## config.mk

```make
export PLATFORM = sky130hd
export DESIGN_NAME = inorder_credit_tracker
export DESIGN_NICKNAME = d
export VERILOG_FILES = /design/src/rtl/trk_pkg.sv /design/src/rtl/trk_seq_counter.sv /design/src/rtl/trk_credit_pool.sv /design/src/rtl/trk_tag_check.sv /design/src/rtl/inorder_credit_tracker.sv
export SDC_FILE = /design/constraint.sdc
export NUM_CORES = 1
export LEC_CHECK = 0
export BUFFER_PORTS_ARGS = -buffer_cell sky130_fd_sc_hd__buf_2
export CORE_MARGIN = 2
export CORE_UTILIZATION = 52
export CTS_CLUSTER_SIZE = 24
export DETAILED_ROUTE_END_ITERATION = 6
export GPL_TIMING_DRIVEN = 0
export PLACE_DENSITY = 0.8
export SETUP_SLACK_MARGIN = 0.3
export SKIP_LAST_GASP = 1
export SLEW_MARGIN = 5
export SYNTH_ARGS = -nofsm -noshare
export SYNTH_HDL_FRONTEND = slang
export SYNTH_SLANG_ARGS = --single-unit
```

## constraint.sdc

```tcl
create_clock -name clk -period 1.95 [get_ports clk]
set_input_delay 0.0975 -clock clk [delete_from_list [all_inputs] [get_ports clk]]
set_output_delay 0.0975 -clock clk [all_outputs]
set_load 0.01 [all_outputs]
```

## src/rtl/trk_pkg.sv

```systemverilog
package trk_pkg;

   // Handshake events of one cycle, passed to the credit pool.
   typedef struct packed {
      logic issue;
      logic retire;
   } trk_xfer_t;

   // Width needed to hold the values 0..cap.
   function automatic int trk_cnt_w(input int cap);
      return (cap < 1) ? 1 : $clog2(cap + 1);
   endfunction

endpackage

```

## src/rtl/trk_seq_counter.sv

```systemverilog
module trk_seq_counter #(
   parameter int W = 32
) (
   input  logic         clk,
   input  logic         rst_n,
   input  logic         inc,
   output logic [W-1:0] count
);

   logic [W-1:0] count_q;

   // Free-running modulo-2^W counter.
   always_ff @(posedge clk or negedge rst_n) begin
      if (!rst_n)   count_q <= '0;
      else if (inc) count_q <= count_q + W'(1);
   end

   assign count = count_q;

endmodule

```

## src/rtl/trk_credit_pool.sv

```systemverilog
module trk_credit_pool
   import trk_pkg::*;
#(
   parameter int CAP = 2,
   localparam int CW = trk_cnt_w(CAP)
) (
   input  logic          clk,
   input  logic          rst_n,
   input  trk_xfer_t     ev,
   output logic [CW-1:0] credits,
   output logic          has_credit,
   output logic          all_free
);

   generate
      if (CAP == 1) begin : g_single
         // One credit needs only a free/busy flag.
         logic free_q;
         always_ff @(posedge clk or negedge rst_n) begin
            if (!rst_n)                      free_q <= 1'b1;
            else if (ev.issue && !ev.retire) free_q <= 1'b0;
            else if (ev.retire && !ev.issue) free_q <= 1'b1;
         end
         assign credits = CW'(free_q);
      end else begin : g_multi
         logic [CW-1:0] cnt_q;
         always_ff @(posedge clk or negedge rst_n) begin
            if (!rst_n) cnt_q <= CW'(CAP);
            else begin
               unique case ({ev.issue, ev.retire})
                  2'b10:   cnt_q <= cnt_q - CW'(1);
                  2'b01:   cnt_q <= cnt_q + CW'(1);
                  default: cnt_q <= cnt_q;   // idle, or issue and retire together
               endcase
            end
         end
         assign credits = cnt_q;
      end
   endgenerate

   assign has_credit = (credits != '0);
   assign all_free   = (credits == CW'(CAP));

endmodule

```

## src/rtl/trk_tag_check.sv

```systemverilog
module trk_tag_check #(
   parameter int W = 32
) (
   input  logic         clk,
   input  logic         rst_n,
   input  logic         retire,
   input  logic [W-1:0] tag,
   input  logic [W-1:0] expected,
   output logic         err
);

   logic err_q;

   // Registered pulse: high for the single cycle after a mismatched retire.
   always_ff @(posedge clk or negedge rst_n) begin
      if (!rst_n) err_q <= 1'b0;
      else        err_q <= retire && (tag != expected);
   end

   assign err = err_q;

endmodule

```

## src/rtl/inorder_credit_tracker.sv

```systemverilog
module inorder_credit_tracker
   import trk_pkg::*;
#(
   parameter int CAP   = 2,
   parameter int SEQ_W = 32,
   localparam int CRD_W = trk_cnt_w(CAP)
) (
   input  logic             clk,
   input  logic             rst_n,
   input  logic             cmd_vld,
   output logic             cmd_rdy,
   output logic [SEQ_W-1:0] cmd_tag,
   input  logic             rsp_vld,
   output logic             rsp_rdy,
   input  logic [SEQ_W-1:0] rsp_tag,
   output logic [SEQ_W-1:0] rsp_exp_tag,
   output logic [CRD_W-1:0] credits,
   output logic             order_err
);

   // Elaboration-time parameter checks.
   generate
      if (CAP < 1) begin : g_bad_cap
         $error("CAP must be at least 1");
      end
      if (SEQ_W <= CRD_W) begin : g_bad_seq
         $error("SEQ_W must be wider than the credit counter");
      end
   endgenerate

   trk_xfer_t ev;
   logic      has_credit;
   logic      all_free;

   assign ev.issue  = cmd_vld && has_credit;
   assign ev.retire = rsp_vld && !all_free;

   trk_credit_pool #(.CAP(CAP)) u_pool (
      .clk        (clk),
      .rst_n      (rst_n),
      .ev         (ev),
      .credits    (credits),
      .has_credit (has_credit),
      .all_free   (all_free)
   );

   trk_seq_counter #(.W(SEQ_W)) u_issue_seq (
      .clk   (clk),
      .rst_n (rst_n),
      .inc   (ev.issue),
      .count (cmd_tag)
   );

   trk_seq_counter #(.W(SEQ_W)) u_retire_seq (
      .clk   (clk),
      .rst_n (rst_n),
      .inc   (ev.retire),
      .count (rsp_exp_tag)
   );

   trk_tag_check #(.W(SEQ_W)) u_tag_check (
      .clk      (clk),
      .rst_n    (rst_n),
      .retire   (ev.retire),
      .tag      (rsp_tag),
      .expected (rsp_exp_tag),
      .err      (order_err)
   );

   assign cmd_rdy = has_credit;
   assign rsp_rdy = !all_free;

endmodule

```

==> impl_metrics.json, run 1 <==
{
  "finalHoldViolations": 0,
  "grt.total_usage_pct": 23.9,
  "insertion_delay_ns": 0.35,
  "fin_worst_skew_ns": 0.00982,
  "cts.sinks": 67,
  "yosys-top-cells-area": "dfrtp_1 45%, xnor2_1 13%, xor2_1 11%",
  "synth_edf_count": 0,
  "dr.pass1.iters": 4,
  "drtIter0Drc": 74,
  "die_w_um": 87.7,
  "start_util_pct": 53.6,
  "avgViaCountPerCell": 5.31,
  "worstMarginPinSlew_ns": 0.842,
  "gr-usage-met2_pct": 39.5,
  "status": "finished, final reports clean",
  "fin_crit_sh_pct": 92.7,
  "numPortBuffers": 104,
  "die_h_um": 87.7,
  "dp_hpwl_um": 6210,
  "synth_cell_type_count": 35,
  "setup_tns_ns": 0,
  "nets": 514,
  "placementRows": 30,
  "avgRoutedWirePerCell_um": 16.7,
  "antenna_cells": 0,
  "cp.required_ns": 2.16,
  "use_met3_pct": 6.60,
  "end_kind": "register",
  "yosys_warnings": 0,
  "routed_wirelength_um": 9620,
  "grt_overflow_total": 0,
  "timing.fmax_ghz": 0.553,
  "cts_buffer_depth": 2,
  "top_usage_layer": "met2",
  "maxCapViolCount": 0,
  "synth_nets": 370,
  "dieArea_um2": 7690,
  "use_met1_pct": 30.7,
  "synth.most_common_cell": "dfrtp_1",
  "gp_congestion": 0.789,
  "clkTransAtPathRegs_ns": 0.07,
  "netlist_top_cells_count": "66 x dfrtp_1, 53 x xnor2_1, 44 x xor2_1",
  "grt_pass1_vias": 2866,
  "yosysTopAreaCell": "dfrtp_1",
  "r2r_slack_ns": 0.14,
  "cp-start-kind": "register",
  "ys_seq_elements": 67,
  "synthFlopType": "dfrtp_1",
  "avgSynthCellArea_um2": 11.0,
  "fill_cells": 449,
  "core_region_area_um2": 6790,
  "cp_max_fo": 4,
  "synthArstFlopShare_pct": 100,
  "seqCellArea_um2": 1690,
  "final_max_slew_viol_count": 0,
  "crit_type": "reg2reg",
  "area.growth.synth_to_final_pct": 40.2,
  "layout-drive-gt1-share_pct": 45.2,
  "setup_violations": 0,
  "post-route-drc-count": 0,
  "power_density_nw_per_um2": 862,
  "p_leak_nw": 2.70,
  "cts_htree_levels": 3,
  "rsz0062_at_grt": "true",
  "critPathArrivalTime_ns": 2.02,
  "cts_made_buffers": 9,
  "ir_drop_uv": 818,
  "syn_area_um2": 3640,
  "multi_input_area_um2": 2080,
  "ant_nets": 0,
  "clockRootBuffer": "clkbuf_8",
  "num_vias": 3058,
  "boundaryPins": 105,
  "synth_cells": 331,
  "final_util_pct": 75.1,
  "relSlewSlack_pct": 43.8,
  "yosysTopAreaCellShare_pct": 45.3,
  "grt_antenna_before_repair": 1,
  "grt_pass1_wl_um": 14000,
  "yosysSeqAreaShare_pct": 46.1,
  "grt_max_degree": 68,
  "tritoncts": "yes",
  "hold_path_class": "in2reg",
  "fin_crit_ns": 1.81
}
## state kept, by name, summed over array words and instances, names as in the netlist
name / cells
u_retire_seq.count: 32
u_tag_check.err: 1
u_issue_seq.count: 32
u_pool.credits: 2
## power breakdown
part | internal (mW) | switching [mW]
sequential | 1.56 | 0.203
combinational | 0.589 | 0.556
clock | 0.953 | 0.546
total | 3.10 | 1.30
## worst max-delay path, stage by stage, from the launching register on
cell and delay, ns:
dfrtp_1 0.42, buf_4 0.15, buf_4 0.13, xnor2_1 0.26
nand4_1 0.15, nor4_1 0.44, a21oi_1 0.13
## cells in the final DEF (no fill, tap or decap), drive strengths merged
cell type    netlist  routed
o211a              1       1
nand4             20      20
clkbuf             2      15
inv               12      12
nor2               9       9
dfstp              1       1
nor4b              2       2
and4               6       6
nand3             17      17
buf                8     139
nand3b             1       1
nand2             30      30
and3              10      10
dfrtp             66      66
dlygate4sd3        0       1
or2                1       1
or2b               1       1
clkinv             0       1
a21oi              1       1
xnor2             53      53
nor3              13      13
bufinv             0       3
and2               2       2
xor2              44      44
ha                 3       3
o21a               1       1
nor4              27      27
## cell type report
cell class                 count  share of cell area, %
tap                           96                   2.35
timing repair buffer         133                   15.6
multi-input combinational    242                   40.8
clock inverter                 4                   1.86
sequential                    67                   33.2
buffer                        10                   2.01
clock buffer                  12                   3.24
inverter                      12                  0.931
## metal layers
layer	share of wire (%)	up-vias
met5	0	-
met2	51	109
met3	6.0	11
li1	-	1434
met4	1.3	0
met1	41	1504
## metrics by stage
stage | instances | cell area [µm²] | setup slack [ns] | hold WS [ns] | power [mW]
final | 576 | 5100 | 0.143 | 0.179 | 4.40
after global routing | 576 | 5100 | 0.145 | 0.202 | 4.60
after CTS | 555 | 4680 | 0.256 | 0.183 | 4.29
after detailed placement | 531 | 4310 | 0.198 | 0.256 | 2.70
after global placement | 531 | 4310 | 0.246 | 0.449 | 2.67
after floorplan | 331 | 3670 | 0.299 | -0.198 | 2.33
## worst paths after layout
path	startpoint	to	cells past startpoint
setup reg to reg	u_retire_seq.count[1]	u_tag_check.err	6
hold / removal	rsp_tag[21]	u_tag_check.err	5
hold reg to reg	u_issue_seq.count[22]	u_issue_seq.count[22]	1
max in group asynchronous	rst_n	u_retire_seq.count[4]	2
setup / recovery	u_retire_seq.count[1]	u_tag_check.err	6
min in group asynchronous	rst_n	u_retire_seq.count[29]	2
## cells by family (layout without fill, tap and decap cells)
family / count (synthesis) / count (layout) / share of synthesized area [%]
AO/OA/AOI/OAI: 3 / 3 / 0.618
XOR/XNOR: 97 / 97 / 23.3
adder cells (fa/ha/maj): 3 / 3 / 1.03
buffers and inverters: 22 / 171 / 3.13
flip-flops: 67 / 67 / 46.1
AND/OR/NAND/NOR: 139 / 139 / 25.8
## what timing repair did
action | CTS | global route
hold endpoints to repair | 66 | 0
hold buffers | 1 | 0
setup endpoints to repair | 32 | 40
setup buffers | 7 | 19
gates resized for setup | 11 | 48
cloned | 0 | 2
pin swaps | 3 | 12
No activity file was read; power rests on OpenSTA's default activity.
==> inputs of run 2 (changes only) <==
==> constraint.sdc (replaced) <==
create_clock -name clk -period 1.8 [get_ports clk]
set_input_delay 0.09 -clock clk [delete_from_list [all_inputs] [get_ports clk]]
set_output_delay 0.09 -clock clk [all_outputs]
set_load 0.01 [all_outputs]
==> impl_metrics.json, run 2 (same netlist as run 1, synthesis figures left out) <==
{
  "status": "finished, final reports clean",
  "ant_nets": 0,
  "numPortBuffers": 104,
  "cts_buffer_depth": 2,
  "grt_max_degree": 68,
  "grt_pass1_wl_um": 17000,
  "avgRoutedWirePerCell_um": 19.6,
  "finalHoldViolations": 0,
  "die_w_um": 87.7,
  "relSlewSlack_pct": 42.7,
  "antenna_cells": 0,
  "die_h_um": 87.7,
  "clkTransAtPathRegs_ns": 0.08,
  "end_kind": "register",
  "grt_overflow_total": 0,
  "place_area_um2": 4530,
  "layout-drive-gt1-share_pct": 56.4,
  "cts_htree_levels": 3,
  "power_density_nw_per_um2": 865,
  "cts.sinks": 67,
  "boundaryPins": 105,
  "num_vias": 3405,
  "cp.required_ns": 2.07,
  "tritoncts": "yes",
  "grt.total_usage_pct": 29.4,
  "core_region_area_um2": 6790,
  "cp-start-kind": "register",
  "dieArea_um2": 7690,
  "critPathArrivalTime_ns": 1.99,
  "whs_ns": 0.196,
  "rsz0062_at_grt": "true",
  "cp_max_fo": 5,
  "area.growth.synth_to_final_pct": 62.5,
  "dr.pass1.iters": 4,
  "stdcell_area_um2": 5920,
  "avgViaCountPerCell": 5.55,
  "crit_type": "reg2reg",
  "ir_drop_uv": 799,
  "start_util_pct": 53.6,
  "layout_common_cells": "103 x buf_2, 52 x dfrtp_1, 47 x buf_4",
  "worstMarginPinSlew_ns": 0.859,
  "nets": 552,
  "setup_violations": 0,
  "placementRows": 30,
  "routed_wirelength_um": 12000,
  "post-route-drc-count": 0,
  "grt_antenna_before_repair": 0,
  "power_mw": 5.12,
  "maxCapViolCount": 0,
  "dp_hpwl_um": 6320,
  "gp_congestion": 0.799,
  "final_max_slew_viol_count": 0,
  "final_common_cell": "buf_2",
  "cts_made_buffers": 9,
  "grt_pass1_vias": 3305,
  "hold_path_class": "in2reg",
  "clockRootBuffer": "clkbuf_8",
  "timing.fmax_ghz": 0.585,
  "drtIter0Drc": 226,
  "fin_worst_skew_ns": 0.0109,
  "insertion_delay_ns": 0.35,
  "p_leak_nw": 3.33,
  "fin_crit_ns": 1.71,
  "fin_crit_sh_pct": 95.0
}
## run 2: layout make-up
type	count	area [µm²]
clock buffers	11	141
repair buffers	171	1220
fillers	316	875
plain buffers	10	130
well taps	96	120
flip-flops and latches	67	1700
clock inverters	5	100
multi-input cells	242	2470
inverters	12	47.5
## run 2: stage by stage
stage / util, % / setup slack (ns) / std cells / TNS [ns]
after floorplan: - / 0.149 / 331 / 0
after global placement: 66.6 / 0.0419 / 531 / 0
after detailed placement: 66.6 / -0.0439 / 531 / -0.0439
after CTS: 81.3 / 0.160 / 592 / 0
after global routing: 87.1 / 0.0657 / 614 / 0
final: 87.1 / 0.0896 / 614 / 0
## run 2: timing repair
action	4_1_cts	5_1_grt
pin swaps	31	40
gates cloned	5	0
hold buffers	1	0
endpoints found under the setup margin	50	58
endpoints found under the hold margin	66	0
gates resized for setup	66	44
buffers inserted	39	22
## run 2: critical path, cell delays in order, from the launching register on
cell	delay, ns
dfrtp_1	0.40
and4_4	0.30
nand4_4	0.16
bufbuf_16	0.33
nor4_4	0.28
xor2_1	0.16
## run 2: final timing paths
check / from / endpoint / slack [ns] / cells past startpoint
setup / recovery: u_retire_seq.count[6] / u_retire_seq.count[30] / 0.09 / 5
hold / removal: rsp_tag[21] / u_tag_check.err / 0.20 / 5
setup reg to reg: u_retire_seq.count[6] / u_retire_seq.count[30] / 0.09 / 5
hold reg to reg: u_issue_seq.count[31] / u_issue_seq.count[31] / 0.49 / 1
max in group asynchronous: rst_n / u_retire_seq.count[13] / 0.79 / 2
min in group asynchronous: rst_n / u_retire_seq.count[31] / 0.39 / 2
## run 2: layer usage
layer  vias up  GRT usage [%]  part of all wire [%]
met5         -              0                     0
met4         0           10.8                   4.1
met3        35           5.56                   5.3
met2       157           53.2                    54
met1      1701           34.7                    37
li1       1512              -                     -
## run 2: power breakdown
part | switching [mW] | internal, mW | leakage [nW] | total, mW
clock | 0.604 | 0.955 | 0.123 | 1.56
sequential | 0.218 | 1.69 | 0.860 | 1.91
combinational | 0.765 | 0.889 | 2.35 | 1.65
==> inputs of run 3 (changes only) <==
--- a/config.mk
+++ b/config.mk
@@ -12,6 +12,7 @@
 export DETAILED_ROUTE_END_ITERATION = 6
 export GPL_TIMING_DRIVEN = 0
 export PLACE_DENSITY = 0.8
+export RECOVER_POWER = 50
 export SETUP_SLACK_MARGIN = 0.3
 export SKIP_LAST_GASP = 1
 export SLEW_MARGIN = 5
==> impl_metrics.json, run 3 (same netlist as run 1, synthesis figures left out) <==
{
  "status": "finished, final reports clean",
  "worstSetupStartpoint": "u_retire_seq.count[6]",
  "cts.sinks": 67,
  "grt_pass1_wl_um": 17000,
  "routed_wirelength_um": 12000,
  "gp_congestion": 0.799,
  "worstMarginPinSlew_ns": 0.925,
  "rsz0062_at_grt": "true",
  "cp.required_ns": 2.08,
  "die_h_um": 87.7,
  "boundaryPins": 105,
  "grt_max_degree": 68,
  "final_max_slew_viol_count": 0,
  "cp-start-kind": "register",
  "layout_common_cells": "61 x buf_2, 57 x dfrtp_1, 46 x buf_4",
  "grt.total_usage_pct": 29.4,
  "p_comb_share_pct": 32.1,
  "placed_cells": 531,
  "cts_made_buffers": 9,
  "maxCapViolCount": 0,
  "finalHoldViolations": 0,
  "whs_ns": 0.189,
  "area.growth.synth_to_final_pct": 60.9,
  "clkPwrFrac_pct": 30.6,
  "drtIter0Drc": 194,
  "cts_htree_levels": 3,
  "timing.fmax_ghz": 0.584,
  "clkTransAtPathRegs_ns": 0.08,
  "insertion_delay_ns": 0.36,
  "start_util_pct": 53.6,
  "rr_worst_depth": 5,
  "swShare_pct": 31.2,
  "hold_path.startpoint": "rsp_tag[21]",
  "hold_path_depth": 5,
  "dr.pass1.iters": 4,
  "dieArea_um2": 7690,
  "r2r-end": "u_retire_seq.count[30]",
  "dp_hpwl_um": 6320,
  "placementRows": 30,
  "ant_nets": 0,
  "numPortBuffers": 104,
  "grt_overflow_total": 0,
  "critPathArrivalTime_ns": 2.00,
  "cp_max_fo": 5,
  "hold_path_class": "in2reg",
  "layout-drive-gt1-share_pct": 47.3,
  "p_seq_share_pct": 37.3,
  "clockRootBuffer": "clkbuf_8",
  "num_vias": 3424,
  "avgRoutedWirePerCell_um": 19.6,
  "cts_buffer_depth": 2,
  "antenna_cells": 0,
  "crit_type": "reg2reg",
  "fin_crit_ns": 1.71,
  "core_region_area_um2": 6790,
  "whs_endpoint": "u_tag_check.err",
  "p_int_mw": 3.51,
  "fin_worst_skew_ns": 0.00755,
  "setup_violations": 0,
  "grt_pass1_vias": 3305,
  "r2r_slack_ns": 0.09,
  "end_kind": "register",
  "final_common_cell": "buf_2",
  "p_leak_nw": 3.17,
  "instances_no_fill": 614,
  "avgViaCountPerCell": 5.58,
  "post-route-drc-count": 0,
  "fin_crit_sh_pct": 95.2,
  "rr_startpoint": "u_retire_seq.count[6]",
  "tritoncts": "yes",
  "place_ws_ns": -0.0439,
  "nets": 552,
  "ir_drop_uv": 796,
  "switching_power_mw": 1.59,
  "setup_slack_ns": 0.0866,
  "grt_antenna_before_repair": 0,
  "power_density_nw_per_um2": 871,
  "relSlewSlack_pct": 38.3,
  "die_w_um": 87.7
}
==> run 3: cell count changes in the layout (fill, tap and decap cells not counted) <==
cell and delta:
buf_2 -42, buf_4 -1, clkbuf_4 +1, clkbuf_1 +42
dfrtp_1 +5, dfrtp_2 -5
==> run 3: repair_timing <==
item / CTS / global route
pin swaps: 31 / 40
setup endpoints to repair: 50 / 58
buffers inserted: 39 / 22
hold buffers: 1 / 0
endpoints found under the hold margin: 66 / 0
gates resized for setup: 66 / 44
gates cloned: 5 / 0
==> run 3: how the worst max path moves through the flow <==
| stage | to | slack, ns | cells after the start |
|---|---|---|---|
| 3_5_place_dp | u_issue_seq.count[31] | -0.04 | 4 |
| 2_1_floorplan | u_pool.credits[1] | 0.15 | 7 |
| 4_1_cts | u_issue_seq.count[31] | 0.16 | 5 |
| 5_1_grt | u_retire_seq.count[30] | 0.07 | 5 |
| 6_report | u_retire_seq.count[30] | 0.09 | 5 |
| 3_3_place_gp | u_issue_seq.count[31] | 0.04 | 4 |
==> run 3: critical path, stage by stage, from the launching register on <==
cell	delay (ns)
dfrtp_1	0.40
and4_4	0.30
nand4_4	0.16
bufbuf_16	0.33
nor4_4	0.28
xor2_1	0.17
==> run 3: area by class of cell <==
| cell class | instances | area, µm² |
|---|---|---|
| fill | 348 | 933 |
| clock inverter | 5 | 100 |
| multi-input combinational | 242 | 2470 |
| tap | 96 | 120 |
| buffer | 10 | 130 |
| inverter | 12 | 47.5 |
| clock buffer | 11 | 141 |
| timing repair buffer | 171 | 1170 |
| sequential | 67 | 1690 |
==> run 3: per-stage QoR <==
| step | cell area, µm² | setup TNS (ns) | utilization, % | total power [mW] |
|---|---|---|---|---|
| 2_1_floorplan | 3880 | 0 | - | 2.58 |
| 3_3_place_gp | 4520 | 0 | 66.6 | 2.95 |
| 3_5_place_dp | 4530 | -0.0439 | 66.6 | 3.00 |
| 4_1_cts | 5520 | 0 | 81.3 | 4.87 |
| 5_1_grt | 5860 | 0 | 86.3 | 5.30 |
| 6_report | 5860 | 0 | 86.3 | 5.10 |
==> run 3: layer usage <==
metal | part of all wire, % | vias up | routed length, µm | track usage, %
met1 | 37 | 1717 | 4460 | 34.7
met3 | 5.1 | 46 | 611 | 5.56
li1 | - | 1510 | - | -
met4 | 4.3 | 0 | 518 | 10.8
met5 | 0 | - | 0 | 0
met2 | 53 | 151 | 6430 | 53.2
==> run 3: power by group through the flow <==
stage | Combinational (mW) | Clock (mW) | Sequential, mW
2_1_floorplan | 0.572 | 0 | 2.01
3_3_place_gp | 0.981 | 0 | 1.97
3_5_place_dp | 1.02 | 0 | 1.98
4_1_cts | 1.42 | 1.54 | 1.90
5_1_grt | 1.75 | 1.63 | 1.93
6_report | 1.64 | 1.56 | 1.91
